**src/rtl/hap_pkg.sv**
```systemverilog
package hap_pkg;
    localparam int HAP_AW    = 22;
    localparam int HAP_DW    = 32;
    localparam int HAP_BEW   = HAP_DW / 8;
    localparam int HAP_NSRC  = 4;
    localparam int HAP_IXW   = 3;

    localparam logic [HAP_IXW-1:0] IX_CTRL  = 3'd0;
    localparam logic [HAP_IXW-1:0] IX_STAT  = 3'd1;
    localparam logic [HAP_IXW-1:0] IX_ENA   = 3'd2;
    localparam logic [HAP_IXW-1:0] IX_WLO   = 3'd3;
    localparam logic [HAP_IXW-1:0] IX_WHI   = 3'd4;
    localparam logic [HAP_IXW-1:0] IX_SCR   = 3'd5;

    typedef enum logic [2:0] {
        MS_IDLE,
        MS_RD_ARB,
        MS_RD_WAIT,
        MS_RD_HOLD,
        MS_WR_DATA,
        MS_WR_ARB
    } mstate_t;

    typedef struct packed {
        logic              we;
        logic              blocked;
        logic [HAP_AW-1:0] addr;
        logic [HAP_DW-1:0] data;
        logic [HAP_BEW-1:0] be;
    } mreq_t;

    function automatic logic [HAP_DW-1:0] lane_mask(input logic [HAP_BEW-1:0] be);
        logic [HAP_DW-1:0] m;
        for (int i = 0; i < HAP_BEW; i++) begin
            m[i*8 +: 8] = {8{be[i]}};
        end
        return m;
    endfunction

    function automatic logic [HAP_DW-1:0] lane_merge(
        input logic [HAP_DW-1:0]  old_v,
        input logic [HAP_DW-1:0]  new_v,
        input logic [HAP_BEW-1:0] be
    );
        logic [HAP_DW-1:0] m;
        m = lane_mask(be);
        return (old_v & ~m) | (new_v & m);
    endfunction
endpackage

```
**src/rtl/hap_guard.sv**
```systemverilog
module hap_guard #(
    parameter int AW = hap_pkg::HAP_AW
) (
    input  logic [AW-1:0] addr,
    input  logic [AW-1:0] win_lo,
    input  logic [AW-1:0] win_hi,
    input  logic          bypass,
    output logic          hit
);
    logic above_lo;
    logic below_hi;

    always_comb begin
        above_lo = (addr >= win_lo);
        below_hi = (addr <= win_hi);
        hit      = !bypass && above_lo && below_hi;
    end
endmodule

```
**src/rtl/hap_regfile.sv**
```systemverilog
module hap_regfile
    import hap_pkg::*;
#(
    parameter int NSRC = HAP_NSRC,
    parameter int AW   = HAP_AW,
    parameter int DW   = HAP_DW,
    parameter int BEW  = HAP_BEW
) (
    input  logic            clk,
    input  logic            rst,
    input  logic            cs_n,
    input  logic            we_n,
    input  logic [AW-1:0]   addr,
    input  logic [DW-1:0]   wdata,
    input  logic [BEW-1:0]  be,
    input  logic [NSRC-1:0] src,
    input  logic            viol,
    output logic [DW-1:0]   rdata_q,
    output logic            rd_q,
    output logic            bypass,
    output logic [AW-1:0]   win_lo,
    output logic [AW-1:0]   win_hi,
    output logic            irq_n
);
    localparam int STW = NSRC + 1;

    logic [STW-1:0] status;
    logic [STW-1:0] enable;
    logic [DW-1:0]  scratch;
    logic           sel_ok;
    logic [HAP_IXW-1:0] idx;
    logic           wr_en;
    logic           rd_en;
    logic [DW-1:0]  wmask;
    logic [STW-1:0] st_clr;
    logic [STW-1:0] st_set;
    logic [DW-1:0]  rd_val;
    logic [DW-1:0]  lo_ext;
    logic [DW-1:0]  hi_ext;
    logic [DW-1:0]  lo_new;
    logic [DW-1:0]  hi_new;

    always_comb begin
        sel_ok = (addr[AW-1:HAP_IXW] == '0);
        idx    = addr[HAP_IXW-1:0];
        wr_en  = !cs_n && !we_n && sel_ok;
        rd_en  = !cs_n && we_n;
        wmask  = lane_mask(be);
        st_clr = (wr_en && idx == IX_STAT) ? (wdata[STW-1:0] & wmask[STW-1:0]) : '0;
        st_set = {viol, src};
        lo_ext = {{(DW-AW){1'b0}}, win_lo};
        hi_ext = {{(DW-AW){1'b0}}, win_hi};
        lo_new = lane_merge(lo_ext, wdata, be);
        hi_new = lane_merge(hi_ext, wdata, be);
    end

    always_comb begin
        rd_val = '0;
        if (sel_ok) begin
            case (idx)
                IX_CTRL: rd_val = {{(DW-1){1'b0}}, bypass};
                IX_STAT: rd_val = {{(DW-STW){1'b0}}, status};
                IX_ENA:  rd_val = {{(DW-STW){1'b0}}, enable};
                IX_WLO:  rd_val = lo_ext;
                IX_WHI:  rd_val = hi_ext;
                IX_SCR:  rd_val = scratch;
                default: rd_val = '0;
            endcase
        end
    end

    always_ff @(posedge clk) begin
        if (rst) begin
            bypass  <= 1'b0;
            enable  <= '0;
            win_lo  <= '1;
            win_hi  <= '0;
            scratch <= '0;
            status  <= '0;
            rd_q    <= 1'b0;
            rdata_q <= '0;
        end else begin
            status <= (status & ~st_clr) | st_set;
            rd_q   <= rd_en;
            if (rd_en) begin
                rdata_q <= rd_val;
            end
            if (wr_en) begin
                case (idx)
                    IX_CTRL: if (be[0]) bypass <= wdata[0];
                    IX_ENA:  enable  <= (enable & ~wmask[STW-1:0]) | (wdata[STW-1:0] & wmask[STW-1:0]);
                    IX_WLO:  win_lo  <= lo_new[AW-1:0];
                    IX_WHI:  win_hi  <= hi_new[AW-1:0];
                    IX_SCR:  scratch <= lane_merge(scratch, wdata, be);
                    default: ;
                endcase
            end
        end
    end

    assign irq_n = ~|(status & enable);
endmodule

```
**src/rtl/hap_memctl.sv**
```systemverilog
module hap_memctl
    import hap_pkg::*;
#(
    parameter int AW  = HAP_AW,
    parameter int DW  = HAP_DW,
    parameter int BEW = HAP_BEW
) (
    input  logic           clk,
    input  logic           rst,
    input  logic           rd_req_n,
    input  logic           wr_req_n,
    input  logic [AW-1:0]  addr,
    input  logic [DW-1:0]  wdata,
    input  logic [BEW-1:0] be,
    input  logic           wvalid,
    input  logic           rstrb,
    input  logic [AW-1:0]  win_lo,
    input  logic [AW-1:0]  win_hi,
    input  logic           bypass,
    input  logic           arb_gnt,
    input  logic           arb_rvalid,
    input  logic [DW-1:0]  arb_rdata,
    output logic           busy,
    output logic           wready,
    output logic           rvalid,
    output logic [DW-1:0]  rdata,
    output logic           arb_req,
    output logic           arb_we,
    output logic [AW-1:0]  arb_addr,
    output logic [DW-1:0]  arb_wdata,
    output logic [BEW-1:0] arb_be,
    output logic           viol
);
    mstate_t state;
    mreq_t   req;
    logic    hit;

    hap_guard #(.AW(AW)) u_guard (
        .addr   (addr),
        .win_lo (win_lo),
        .win_hi (win_hi),
        .bypass (bypass),
        .hit    (hit)
    );

    always_ff @(posedge clk) begin
        if (rst) begin
            state <= MS_IDLE;
            req   <= '0;
            rdata <= '0;
            viol  <= 1'b0;
        end else begin
            viol <= 1'b0;
            case (state)
                MS_IDLE: begin
                    if (!rd_req_n) begin
                        req.addr    <= addr;
                        req.we      <= 1'b0;
                        req.blocked <= hit;
                        if (hit) begin
                            rdata <= '0;
                            viol  <= 1'b1;
                            state <= MS_RD_HOLD;
                        end else begin
                            state <= MS_RD_ARB;
                        end
                    end else if (!wr_req_n) begin
                        req.addr    <= addr;
                        req.we      <= 1'b1;
                        req.blocked <= hit;
                        state       <= MS_WR_DATA;
                    end
                end
                MS_RD_ARB:  if (arb_gnt) state <= MS_RD_WAIT;
                MS_RD_WAIT: begin
                    if (arb_rvalid) begin
                        rdata <= arb_rdata;
                        state <= MS_RD_HOLD;
                    end
                end
                MS_RD_HOLD: if (rstrb) state <= MS_IDLE;
                MS_WR_DATA: begin
                    if (wvalid) begin
                        req.data <= wdata;
                        req.be   <= be;
                        if (req.blocked) begin
                            viol  <= 1'b1;
                            state <= MS_IDLE;
                        end else begin
                            state <= MS_WR_ARB;
                        end
                    end
                end
                MS_WR_ARB:  if (arb_gnt) state <= MS_IDLE;
                default:    state <= MS_IDLE;
            endcase
        end
    end

    always_comb begin
        busy      = (state != MS_IDLE);
        wready    = (state == MS_WR_DATA);
        rvalid    = (state == MS_RD_HOLD);
        arb_req   = (state == MS_RD_ARB) || (state == MS_WR_ARB);
        arb_we    = req.we;
        arb_addr  = req.addr;
        arb_wdata = req.data;
        arb_be    = req.be;
    end
endmodule

```
**src/rtl/host_access_port.sv**
```systemverilog
module host_access_port
    import hap_pkg::*;
#(
    parameter int N_SRC = HAP_NSRC
) (
    input  logic                clk,
    input  logic                rst,
    input  logic [HAP_AW-1:0]   hst_addr,
    input  logic [HAP_DW-1:0]   hst_wdata,
    input  logic [HAP_BEW-1:0]  hst_be,
    input  logic                hst_cs_n,
    input  logic                hst_we_n,
    output logic [HAP_DW-1:0]   hst_rdata,
    output logic                hst_rdrive_n,
    input  logic                mem_rd_req_n,
    input  logic                mem_wr_req_n,
    output logic                mem_busy,
    output logic                mem_rvalid,
    input  logic                mem_rstrb,
    input  logic                mem_wvalid,
    output logic                mem_wready,
    output logic                hst_irq_n,
    input  logic [N_SRC-1:0]    irq_src,
    output logic                arb_req,
    output logic                arb_we,
    output logic [HAP_AW-1:0]   arb_addr,
    output logic [HAP_DW-1:0]   arb_wdata,
    output logic [HAP_BEW-1:0]  arb_be,
    input  logic                arb_gnt,
    input  logic                arb_rvalid,
    input  logic [HAP_DW-1:0]   arb_rdata
);
    logic [HAP_DW-1:0] reg_rdata;
    logic              reg_rd;
    logic              bypass;
    logic [HAP_AW-1:0] win_lo;
    logic [HAP_AW-1:0] win_hi;
    logic              viol;
    logic [HAP_DW-1:0] mem_rdata;

    hap_regfile #(
        .NSRC (N_SRC),
        .AW   (HAP_AW),
        .DW   (HAP_DW),
        .BEW  (HAP_BEW)
    ) u_regs (
        .clk     (clk),
        .rst     (rst),
        .cs_n    (hst_cs_n),
        .we_n    (hst_we_n),
        .addr    (hst_addr),
        .wdata   (hst_wdata),
        .be      (hst_be),
        .src     (irq_src),
        .viol    (viol),
        .rdata_q (reg_rdata),
        .rd_q    (reg_rd),
        .bypass  (bypass),
        .win_lo  (win_lo),
        .win_hi  (win_hi),
        .irq_n   (hst_irq_n)
    );

    hap_memctl #(
        .AW  (HAP_AW),
        .DW  (HAP_DW),
        .BEW (HAP_BEW)
    ) u_mem (
        .clk        (clk),
        .rst        (rst),
        .rd_req_n   (mem_rd_req_n),
        .wr_req_n   (mem_wr_req_n),
        .addr       (hst_addr),
        .wdata      (hst_wdata),
        .be         (hst_be),
        .wvalid     (mem_wvalid),
        .rstrb      (mem_rstrb),
        .win_lo     (win_lo),
        .win_hi     (win_hi),
        .bypass     (bypass),
        .arb_gnt    (arb_gnt),
        .arb_rvalid (arb_rvalid),
        .arb_rdata  (arb_rdata),
        .busy       (mem_busy),
        .wready     (mem_wready),
        .rvalid     (mem_rvalid),
        .rdata      (mem_rdata),
        .arb_req    (arb_req),
        .arb_we     (arb_we),
        .arb_addr   (arb_addr),
        .arb_wdata  (arb_wdata),
        .arb_be     (arb_be),
        .viol       (viol)
    );

    always_comb begin
        if (reg_rd) begin
            hst_rdata = reg_rdata;
        end else if (mem_rvalid) begin
            hst_rdata = mem_rdata;
        end else begin
            hst_rdata = '0;
        end
        hst_rdrive_n = !(reg_rd || mem_rvalid);
    end
endmodule

```
**config.mk**
```make
export PLATFORM = sky130hd
export DESIGN_NAME = host_access_port
export DESIGN_NICKNAME = d
export VERILOG_FILES = /design/src/rtl/hap_pkg.sv /design/src/rtl/hap_guard.sv /design/src/rtl/hap_regfile.sv /design/src/rtl/hap_memctl.sv /design/src/rtl/host_access_port.sv
export SDC_FILE = /design/constraint.sdc
export NUM_CORES = 1
export LEC_CHECK = 0
export ABC_AREA = 1
export BUFFER_PORTS_ARGS = -buffer_cell sky130_fd_sc_hd__buf_2
export CORE_UTILIZATION = 40
export DETAILED_ROUTE_END_ITERATION = 10
export PLACE_DENSITY_LB_ADDON = 0.08
export SYNTH_ARGS = -nofsm -noshare
export SYNTH_HDL_FRONTEND = slang
export SYNTH_SLANG_ARGS = --single-unit
```
**constraint.sdc**
```tcl
create_clock -name clk -period 5.3 [get_ports clk]
set_input_delay 0.265 -clock clk [delete_from_list [all_inputs] [get_ports clk]]
set_output_delay 0.265 -clock clk [all_outputs]
set_load 0.02 [all_outputs]
```
==> impl_results.md <==
* Fraction of layout cells with a size suffix above 1 at 18.3%
* Worst R2R Setup Slack at 2.73 ns
* Comb pwr share at between 20% and 30%
* Row count at 59
* WP data required at around 5.0 ns
* Min-Delay Path Class: in2reg
* Status: finished clean
* Buffers on Ports at 200
* Clock Latency Late Sink at roughly 0.53 ns
* Internal Power at 3.14 mW
* Die Y at about 170 um
* Final-report hold violation count at 0
* DRC viols at 0
* Number of global-route vias before repair at 9,084
* Net Sw Frac at between 30% and 40%
* Reg power frac at roughly two fifths
* Clock power frac at between 30% and 40%
* CP Data Arrival Time at 2.78 ns
* Setup_tns at 0 ns
* Synth Warn # at 0
* GRT overflow at 0
* Sw Pwr at 1.44 mW
* Clock root cell: clkbuf_16
* Area Growth Syn to Fin at 18.3%
* Post-synth top cells: nand2_1, dfxtp_1, nor2_1
* Critical R2R Capture: u_mem.rdata[9]$_SDFFE_PP0P_
* Min-Delay Path Depth at 3
* Dpl hpwl at 23,100 um
* Crit-path slowest cell: dfxtp_1
* Final ANT Viol Nets at 0
* Most common cell in the netlist: nand2_1
* Post-synth EDFFs at 0
* Critical path's largest stage delay at 0.98 ns
* # hold bufs at CTS at 37
* Register area at approximately 0.0043 sq mm
* Minimum clock period at 3.04 ns
* Syn nets at approximately 1.6k
* Mapped Area at 0.0106 sq mm
* Htree depth at 1
* Final setup vio count at 0
* Final Worst Setup Slack at 2.26 ns
* Io pins at 201
* Slew headroom at ~23%
* Synthesized instance count at roughly 1.5k
* Fmax at approximately 0.33 GHz
* Max_cap viols at 0
* Vias/cell at roughly 5.1
* CP Cell Sequence: inv_1 > nand2_1 > o21ai_0 > buf_2
* Ys async rst share at 0%
* Global-route wire length before repair at roughly 50,000 um
* Worst vdd ir at about 260 uV
* Crit Path Class: reg2out
* Initial Util at 40.8%
* Worst-path clk slew at ~0.06 ns
* CTS max path bufs at 3
* Area fraction of the dominant cell type after synthesis at a little over 40%
* Non-filler cells, final at 1,956
* Sequential share of the synthesized area at ~41%
* Count of state elements after synthesis at 216
* Final worst-path cycle share at between 50% and 60%
* # clock sinks at 216
* Antenna violations before repair at 2
* Via count at approximately 10k
* RSZ-0062 raised after global routing: no
* Filler cell count at 2,709
* Clock Skew at a little over 0.02 ns
* Largest area contributor in the netlist: dfxtp_1
* Total CTS buffers at 25
* CP Max Fanout at 34
* Final core occ at 48.3%
* Core ar. at 0.0261 sq mm
* Startpoint Class: flop
* Least-Margin Pin Slew at 1.16 ns
* Syn_area_per_cell at 7.25 sq um
* Crit path launch: u_regs.rd_q$_SDFF_PP0_
* Inst Count DP at approximately 1.9k
* Reg2Reg Depth at 12
* Worst hold start: hst_wdata[26]
* Die area at roughly 0.027 sq mm
* Post-synthesis cell type count at 42
* Pin count of the biggest net entering global routing at 100
* All-layer global routing usage at between 20% and 30%
* DP Worst Slack at 2.75 ns
* Die X at around 170 um
* Post-synth top flop: dfxtp_1
* Max Slew Vio Count at 0
* # nets final at between 1.5k and 2k
* Power density over cell area at ~360 mW/mm^2
* Ranking of synthesized cells by area: dfxtp_1, nand2_1, a21oi_1
* CTS tree: yes
* Iter 0 DRT Violations at 833
* Design Power at 4.58 mW
* Post-CTS setup buffer count at 0
* DR WL/cell at about 16 um
* Initial DRT Pass Iterations at 5
* Leakage at about 5.4 nW
* Area of the multi-input gates at between 0.005 and 0.006 sq mm
* GP Congestion at approximately 0.87
* Nature of the critical path endpoint: output port
* Drt total wl at 32,100 um
* Cts repair resizes at 0
## cell families after synthesis
| family | synth area share, % |
|---|---|
| and+or+nand+nor | 28.1 |
| AOI/OAI and AO/OA | 15.4 |
| buffers and inverters | 10.7 |
| DFF | 40.6 |
| adders and majority gates | 5.17 |
## metrics by stage
step | hold slack [ns] | instance area (sq um)
detailed placement | 0.443 | 11400
global placement | 0.428 | 11400
finish | 0.0186 | 12600
global route | 0.0139 | 12600
CTS | 0.00240 | 12600
floorplan | 0.395 | 10600
## power by group through the flow
stage | combinational, mW | clock, mW | sequential [mW]
6_report | 0.954 | 1.77 | 1.86
5_1_grt | 1.07 | 1.89 | 1.88
4_1_cts | 0.963 | 1.81 | 1.86
3_5_place_dp | 0.940 | 0 | 1.89
3_3_place_gp | 0.934 | 0 | 1.89
2_1_floorplan | 0.751 | 0 | 1.87
## how the worst max path moves through the flow
| stage | cells after the start | endpoint | slack [ns] |
|---|---|---|---|
| final | 4 | hst_rdata[30] | 2.26 |
| after global placement | 12 | u_mem.rdata[26]$_SDFFE_PP0P_ | 2.77 |
| after CTS | 4 | hst_rdata[4] | 2.23 |
| after global routing | 4 | hst_rdata[18] | 1.97 |
| after floorplan | 12 | u_mem.rdata[14]$_SDFFE_PP0P_ | 3.43 |
| after detailed placement | 12 | u_mem.rdata[9]$_SDFFE_PP0P_ | 2.75 |
## worst max-delay path, delay by kind of cell, from the launching register on
kind / cells / cell delay (ns)
flip-flops: 1 / 0.98
buffers and inverters: 2 / 0.95
AND/OR/NAND/NOR: 1 / 0.19
AO/OA/AOI/OAI: 1 / 0.12
## area by class of cell
cell class | instances | area share (%)
antenna | 2 | 0.0398
clock buffer | 34 | 5.56
clock inverter | 10 | 1.09
inverter | 102 | 3.09
multi-input combinational | 1012 | 41.1
sequential | 216 | 34.4
tap | 335 | 3.33
timing repair buffer | 245 | 11.4
## per-layer routing
layer  part of all wire, %  global-route usage [%]
met5                     0                       0
met4                   2.1                    5.88
met3                   5.3                    3.90
met2                    42                    34.9
met1                    50                    34.5
## placed cells by master, fill, tap and decap left out, drive strengths merged
| cell | count |
|---|---|
| nand2 | 332 |
| dfxtp | 216 |
| buf | 208 |
| nor2 | 159 |
| a21oi | 132 |
| nand3 | 126 |
| o21ai | 121 |
| inv | 97 |
| nor3 | 45 |
| ha | 44 |
| dlygate4sd3 | 37 |
| clkbuf | 34 |
| o221ai | 18 |
| o211ai | 10 |
| clkinv | 10 |
| a22o | 3 |
| a22oi | 3 |
| o2111ai | 3 |
| bufinv | 3 |
| nand4 | 3 |
| or2 | 3 |
| diode | 2 |
| a21o | 2 |
| o21bai | 2 |
| clkinvlp | 2 |
| nor4 | 2 |
| a211oi | 1 |
| a21boi | 1 |
| a31oi | 1 |
| o311ai | 1 |
Power figures use the tool's default switching activity.
